## src/rtl/thr_pkg.sv

```systemverilog
package thr_pkg;
  typedef enum logic [1:0] {
    THR_OFF   = 2'd0,
    THR_HALVE = 2'd1,
    THR_OPP   = 2'd2
  } therm_sel_e;

  // Operating-point drop wins when both capabilities are present.
  function automatic therm_sel_e thr_decode(input logic [1:0] caps);
    if (caps[1])      return THR_OPP;
    else if (caps[0]) return THR_HALVE;
    else              return THR_OFF;
  endfunction
endpackage

```

## src/rtl/thr_hot_sync.sv

```systemverilog
module thr_hot_sync #(
  parameter int STAGES = 2
) (
  input  logic clk,
  input  logic rst_n,
  input  logic hot_async,
  output logic hot_s,
  output logic hot_edge
);
  logic [STAGES-1:0] sh;
  logic              hot_prev;

  genvar g;
  generate
    for (g = 0; g < STAGES; g++) begin : g_stage
      if (g == 0) begin : g_first
        always_ff @(posedge clk) begin
          if (!rst_n) sh[0] <= 1'b0;
          else        sh[0] <= hot_async;
        end
      end else begin : g_next
        always_ff @(posedge clk) begin
          if (!rst_n) sh[g] <= 1'b0;
          else        sh[g] <= sh[g-1];
        end
      end
    end
  endgenerate

  always_ff @(posedge clk) begin
    if (!rst_n) hot_prev <= 1'b0;
    else        hot_prev <= sh[STAGES-1];
  end

  assign hot_s    = sh[STAGES-1];
  assign hot_edge = sh[STAGES-1] ^ hot_prev;

  assert_irq_on_rise_R11: assert property (@(posedge clk) disable iff (!rst_n)
    $rose(hot_s) |-> hot_edge);
  assert_irq_on_fall_R11: assert property (@(posedge clk) disable iff (!rst_n)
    $fell(hot_s) |-> hot_edge);
  assert_irq_quiet_R11: assert property (@(posedge clk) disable iff (!rst_n)
    $stable(hot_s) && $stable(hot_prev) && !hot_edge |=> $stable(hot_s) || hot_edge);
endmodule

```

## src/rtl/thr_duty_gate.sv

```systemverilog
module thr_duty_gate #(
  parameter int DUTY_W = 3
) (
  input  logic              clk,
  input  logic              rst_n,
  input  logic              halve_hot,
  input  logic              od_en,
  input  logic [DUTY_W-1:0] duty,
  output logic              clk_en
);
  localparam int WIN  = 1 << DUTY_W;
  localparam int HALF = WIN / 2;
  localparam int CW   = DUTY_W + 1;

  logic [DUTY_W-1:0] cnt;
  logic [CW-1:0]     on_cycles;

  always_ff @(posedge clk) begin
    if (!rst_n) cnt <= '0;
    else        cnt <= cnt + 1'b1;
  end

  always_comb begin
    if (halve_hot)                   on_cycles = CW'(HALF);
    else if (od_en && (duty != '0))  on_cycles = {1'b0, duty};
    else                             on_cycles = CW'(WIN);
  end

  assign clk_en = ({1'b0, cnt} < on_cycles);

  assert_full_when_idle_R3: assert property (@(posedge clk) disable iff (!rst_n)
    !halve_hot && !od_en |-> clk_en);
  assert_reserved_full_R2: assert property (@(posedge clk) disable iff (!rst_n)
    !halve_hot && od_en && duty == '0 |-> clk_en);
  assert_halve_on_phase_R4: assert property (@(posedge clk) disable iff (!rst_n)
    halve_hot && cnt == '0 |-> clk_en);
  assert_halve_off_phase_R4: assert property (@(posedge clk) disable iff (!rst_n)
    halve_hot && cnt == DUTY_W'(HALF) |-> !clk_en);
endmodule

```

## src/rtl/thr_opp_sel.sv

```systemverilog
module thr_opp_sel #(
  parameter int             OPP_W   = 4,
  parameter logic [OPP_W-1:0] OPP_RST = '0
) (
  input  logic             clk,
  input  logic             rst_n,
  input  logic             opp_hot,
  input  logic             req_we,
  input  logic [OPP_W-1:0] req_opp,
  input  logic [OPP_W-1:0] fallback,
  output logic [OPP_W-1:0] opp_out
);
  logic [OPP_W-1:0] held;

  always_ff @(posedge clk) begin
    if (!rst_n)      held <= OPP_RST;
    else if (req_we) held <= req_opp;
  end

  assign opp_out = opp_hot ? fallback : held;

  assert_fallback_R6: assert property (@(posedge clk) disable iff (!rst_n)
    opp_hot |-> opp_out == fallback);
  assert_return_R7: assert property (@(posedge clk) disable iff (!rst_n)
    $fell(opp_hot) |-> opp_out == held);
  assert_load_R13: assert property (@(posedge clk) disable iff (!rst_n)
    req_we && !opp_hot |=> opp_hot || opp_out == $past(req_opp));
endmodule

```

## src/rtl/thermal_throttle_ctrl.sv

```systemverilog
module thermal_throttle_ctrl
  import thr_pkg::*;
#(
  parameter int DUTY_W      = 3,
  parameter int OPP_W       = 4,
  parameter int SYNC_STAGES = 2
) (
  input  logic              clk,
  input  logic              rst_n,
  input  logic              hot_async,
  input  logic [1:0]        therm_mode,
  input  logic              od_en,
  input  logic [DUTY_W-1:0] duty_code,
  input  logic              req_we,
  input  logic [OPP_W-1:0]  req_opp,
  input  logic [OPP_W-1:0]  fallback_opp,
  output logic              core_clk_en,
  output logic [OPP_W-1:0]  opp_out,
  output logic              therm_irq
);
  therm_sel_e sel;
  logic       hot_s;
  logic       halve_hot;
  logic       opp_hot;

  assign sel       = thr_decode(therm_mode);
  assign halve_hot = hot_s && (sel == THR_HALVE);
  assign opp_hot   = hot_s && (sel == THR_OPP);

  thr_hot_sync #(.STAGES(SYNC_STAGES)) u_sync (
    .clk(clk), .rst_n(rst_n), .hot_async(hot_async),
    .hot_s(hot_s), .hot_edge(therm_irq)
  );

  thr_duty_gate #(.DUTY_W(DUTY_W)) u_gate (
    .clk(clk), .rst_n(rst_n), .halve_hot(halve_hot),
    .od_en(od_en), .duty(duty_code), .clk_en(core_clk_en)
  );

  thr_opp_sel #(.OPP_W(OPP_W), .OPP_RST('0)) u_opp (
    .clk(clk), .rst_n(rst_n), .opp_hot(opp_hot),
    .req_we(req_we), .req_opp(req_opp), .fallback(fallback_opp),
    .opp_out(opp_out)
  );

  assert_both_no_halve_R9: assert property (@(posedge clk) disable iff (!rst_n)
    therm_mode == 2'b11 && !od_en |-> core_clk_en);
  assert_both_fallback_R9: assert property (@(posedge clk) disable iff (!rst_n)
    therm_mode == 2'b11 && hot_s |-> opp_out == fallback_opp);
  assert_off_no_gate_R10: assert property (@(posedge clk) disable iff (!rst_n)
    therm_mode == 2'b00 && !od_en |-> core_clk_en);
  assert_opp_no_halve_R6: assert property (@(posedge clk) disable iff (!rst_n)
    therm_mode == 2'b10 && !od_en |-> core_clk_en);
endmodule

```

## config.mk

```make
export PLATFORM = sky130hd
export DESIGN_NAME = thermal_throttle_ctrl
export DESIGN_NICKNAME = d
export VERILOG_FILES = /design/src/rtl/thr_pkg.sv /design/src/rtl/thr_hot_sync.sv /design/src/rtl/thr_duty_gate.sv /design/src/rtl/thr_opp_sel.sv /design/src/rtl/thermal_throttle_ctrl.sv
export SDC_FILE = /design/constraint.sdc
export NUM_CORES = 1
export LEC_CHECK = 0
export CORE_AREA = 2 2 39 41
export DETAILED_ROUTE_END_ITERATION = 8
export DIE_AREA = 0 0 41 43
export DONT_BUFFER_PORTS = 1
export HOLD_SLACK_MARGIN = 0.08
export SLEW_MARGIN = 10
export SYNTH_ARGS = -nofsm -noshare
export SYNTH_HDL_FRONTEND = slang
export SYNTH_SLANG_ARGS = --single-unit
```

## constraint.sdc

```tcl
create_clock -name clk -period 2.4 [get_ports clk]
set_input_delay 0.24 -clock clk [delete_from_list [all_inputs] [get_ports clk]]
set_output_delay 0.24 -clock clk [all_outputs]
set_load 0.03 [all_outputs]
```

==> results.cfg <==
[routing]
routedWlPerCell_um = 12.1
drc_errors = 0
wl_um = 736
via_count = 303
drtAntennaViolNets = 0
dr.pass1.iters = 4
drt_first_iter_violations = 2
avgViaCountPerCell = 4.97

[placed_design]
place_congestion = 0.521
hpwl_um = 595
portBuffers = 0

[setup_path]
critPathMaxFanout = 4
r2r_cells = 3
cp-startpoint = u_sync.hot_s
crit_path_max_incr_delay_ns = 0.47
reg2reg_to = u_gate.cnt[2]
reg2reg_from = u_gate.cnt[0]
cp-end-kind = primary output
crit_arrival_ns = 2.03
critPathLaunchType = flop
cp_cell_sequence = and3b_2 -> nand3b_1 -> ha_1 -> or4b_1 -> o311a_1 -> o22ai_1 -> buf_4
critPathRequiredTime_ns = 2.16
crit_type = reg -> out
r2r_slack_ns = 1.47
cpMaxStageDelayCell = or4b_1

[status]
status = finished clean

[timing]
skew_ns = 0.00395
fin_crit_sh_pct = 94.4
maxSlewViolCount = 0
fmax_mhz = 441
tns_ns = 0
tightest_slew_ns = 0.621
setup_viol = 0
rsz0062_at_grt = no
hold_viol = 0
maxSlewHeadroom_pct = 58.5
min_period_ns = 2.27

[min_path]
min_to = u_gate.cnt[1]
hp-class = in -> reg
whs_path_depth = 1
min-delay-start = rst_n

[cts]
cts_buffers = 3
clock_path_buffers = 2
clkTransAtPathRegs_ns = 0.06
cts_tree = built
clkSinkCount = 10
htree_levels = 1
root_buffer = clkbuf_4
clock_latency_ns = 0.25
post_cts_buffers = 0

[logic_synthesis]
ys_seq_elements = 10
yosys_warnings = 0
syn_nets = 63
synth-seq-area-share_pct = 42.8
synth_cell_type_count = 17
syn_inst = 42
synth_area_um2 = 468
syn_avg_cell_area_um2 = 11.1

[floorplan]
dieArea_um2 = 1760
die_height_um = 43
fp.coreArea_um2 = 1380
num_rows = 14
die_w_um = 41
ios = 24
initial_utilization_pct = 33.8

[global_routing]
grt_pass1_vias = 289
grt_max_degree = 11
antenna_found_initial = 0
grt_overflow = 0
grt_pass1_wl_um = 1080
grt.total_usage_pct = 9.69

[cells_and_area]
drive_gt1_share_pct = 24.4
fillers = 142
layout-area-overhead-vs-synth_pct = 10.4
nets = 68
finalCoreUtilization_pct = 37.3
regArea_um2 = 201
multi_input_area_um2 = 265
antenna_cells = 0

[power_and_ir_drop]
power_per_cell_area_nw_per_um2 = 660
p_leak_nw = 0.234
vdd_drop_max_mv = 0.210

[run]
drv_cap = 0
-- critical path: cells and delay by family (launching register included) --
kind	cells	cell delay, ns
buffers and inverters	1	0.18
AOI/OAI and AO/OA	2	0.22
adders and majority gates	1	0.19
and+or+nand+nor	3	0.85
DFF	1	0.33
-- power breakdown --
group / total [mW] / switching, mW / internal, mW
sequential: 0.182 / 0.00522 / 0.176
combinational: 0.0545 / 0.0290 / 0.0254
clock: 0.105 / 0.0476 / 0.0574
total: 0.341 / 0.0819 / 0.259
-- Yosys cell counts, drive strengths merged --
cell,count,area (um2)
dfxtp,10,200
and2,5,31.3
mux2,4,45.0
mux2i,4,40.0
nor2b,4,25.0
ha,3,37.5
xor2,2,17.5
a21oi,1,5.00
and2b,1,8.76
and3b,1,8.76
clkbuf,1,3.75
nand2,1,3.75
nand3b,1,7.51
o21a,1,7.51
o22ai,1,6.26
o311a,1,10.0
or4b,1,10.0
-- kinds of logic after synthesis --
logic type | after synthesis | synth area share (%)
adder cells (fa/ha/maj) | 3 | 8.02
buffers and inverters | 1 | 0.801
AO/OA/AOI/OAI | 4 | 6.15
AND/OR/NAND/NOR | 14 | 20.3
flip-flops | 10 | 42.8
XOR/XNOR | 2 | 3.74
multiplexers | 8 | 18.2
-- cell usage in the layout, fill, tap and decap left out --
master and instances:
a21oi_1 1, nand2_1 1, mux2i_1 4, buf_4 1, o21a_1 1, o22ai_1 1, dfxtp_2 1, and2_1 5
and2b_2 1, and3b_2 1, clkbuf_4 3, xor2_1 2, o311a_1 1, nand3b_1 1, dfxtp_1 9, ha_1 3
mux2_2 4, nor2b_1 4, or4b_1 1
-- stage by stage --
step                      worst slack (ns)  hold slack (ns)  power, mW  cells  area (um2)
after floorplan                      0.216            0.362      0.233     42         468
after global placement               0.373            0.364      0.240     58         492
after detailed placement             0.344            0.366      0.240     58         492
after CTS                           0.0658           0.0990      0.349     61         514
after global routing                0.0225           0.0934      0.363     61         517
final                                0.134            0.111      0.341     61         517
-- cell type report --
| cell class | count | share of cell area, % |
|---|---|---|
| Sequential cell | 10 | 39.0 |
| Timing Repair Buffer | 1 | 1.45 |
| Multi-Input combinational cell | 31 | 51.3 |
| Clock buffer | 3 | 4.36 |
| Tap cell | 16 | 3.87 |
-- timing repair --
item,4_1_cts,5_1_grt
endpoints found under the setup margin,0,1
gates resized for setup,0,2
hold buffers,0,0
-- metal layers --
| metal | routed length (um) | up-vias | GRT usage (%) | part of all wire, % |
|---|---|---|---|---|
| li1 | - | 156 | - | - |
| met1 | 312 | 134 | 10.5 | 42 |
| met2 | 360 | 13 | 13.8 | 49 |
| met3 | 63 | 0 | 2.62 | 8.6 |
| met4 | 0 | 0 | 10.0 | 0 |
| met5 | 0 | - | 0 | 0 |
-- how the worst max path moves through the flow --
stage,end,slack (ns),cells past startpoint
global placement,core_clk_en,0.37,7
finish,core_clk_en,0.13,7
global route,core_clk_en,0.02,7
CTS,core_clk_en,0.07,7
detailed placement,core_clk_en,0.34,7
floorplan,core_clk_en,0.22,6
-- state kept, by name, summed over array words and instances (netlist names) --
name and flops:
u_gate.cnt 3, u_sync.sh 1, u_sync.hot_s 1, u_opp.held 4, u_sync.hot_prev 1
Power figures use the tool's default switching activity.
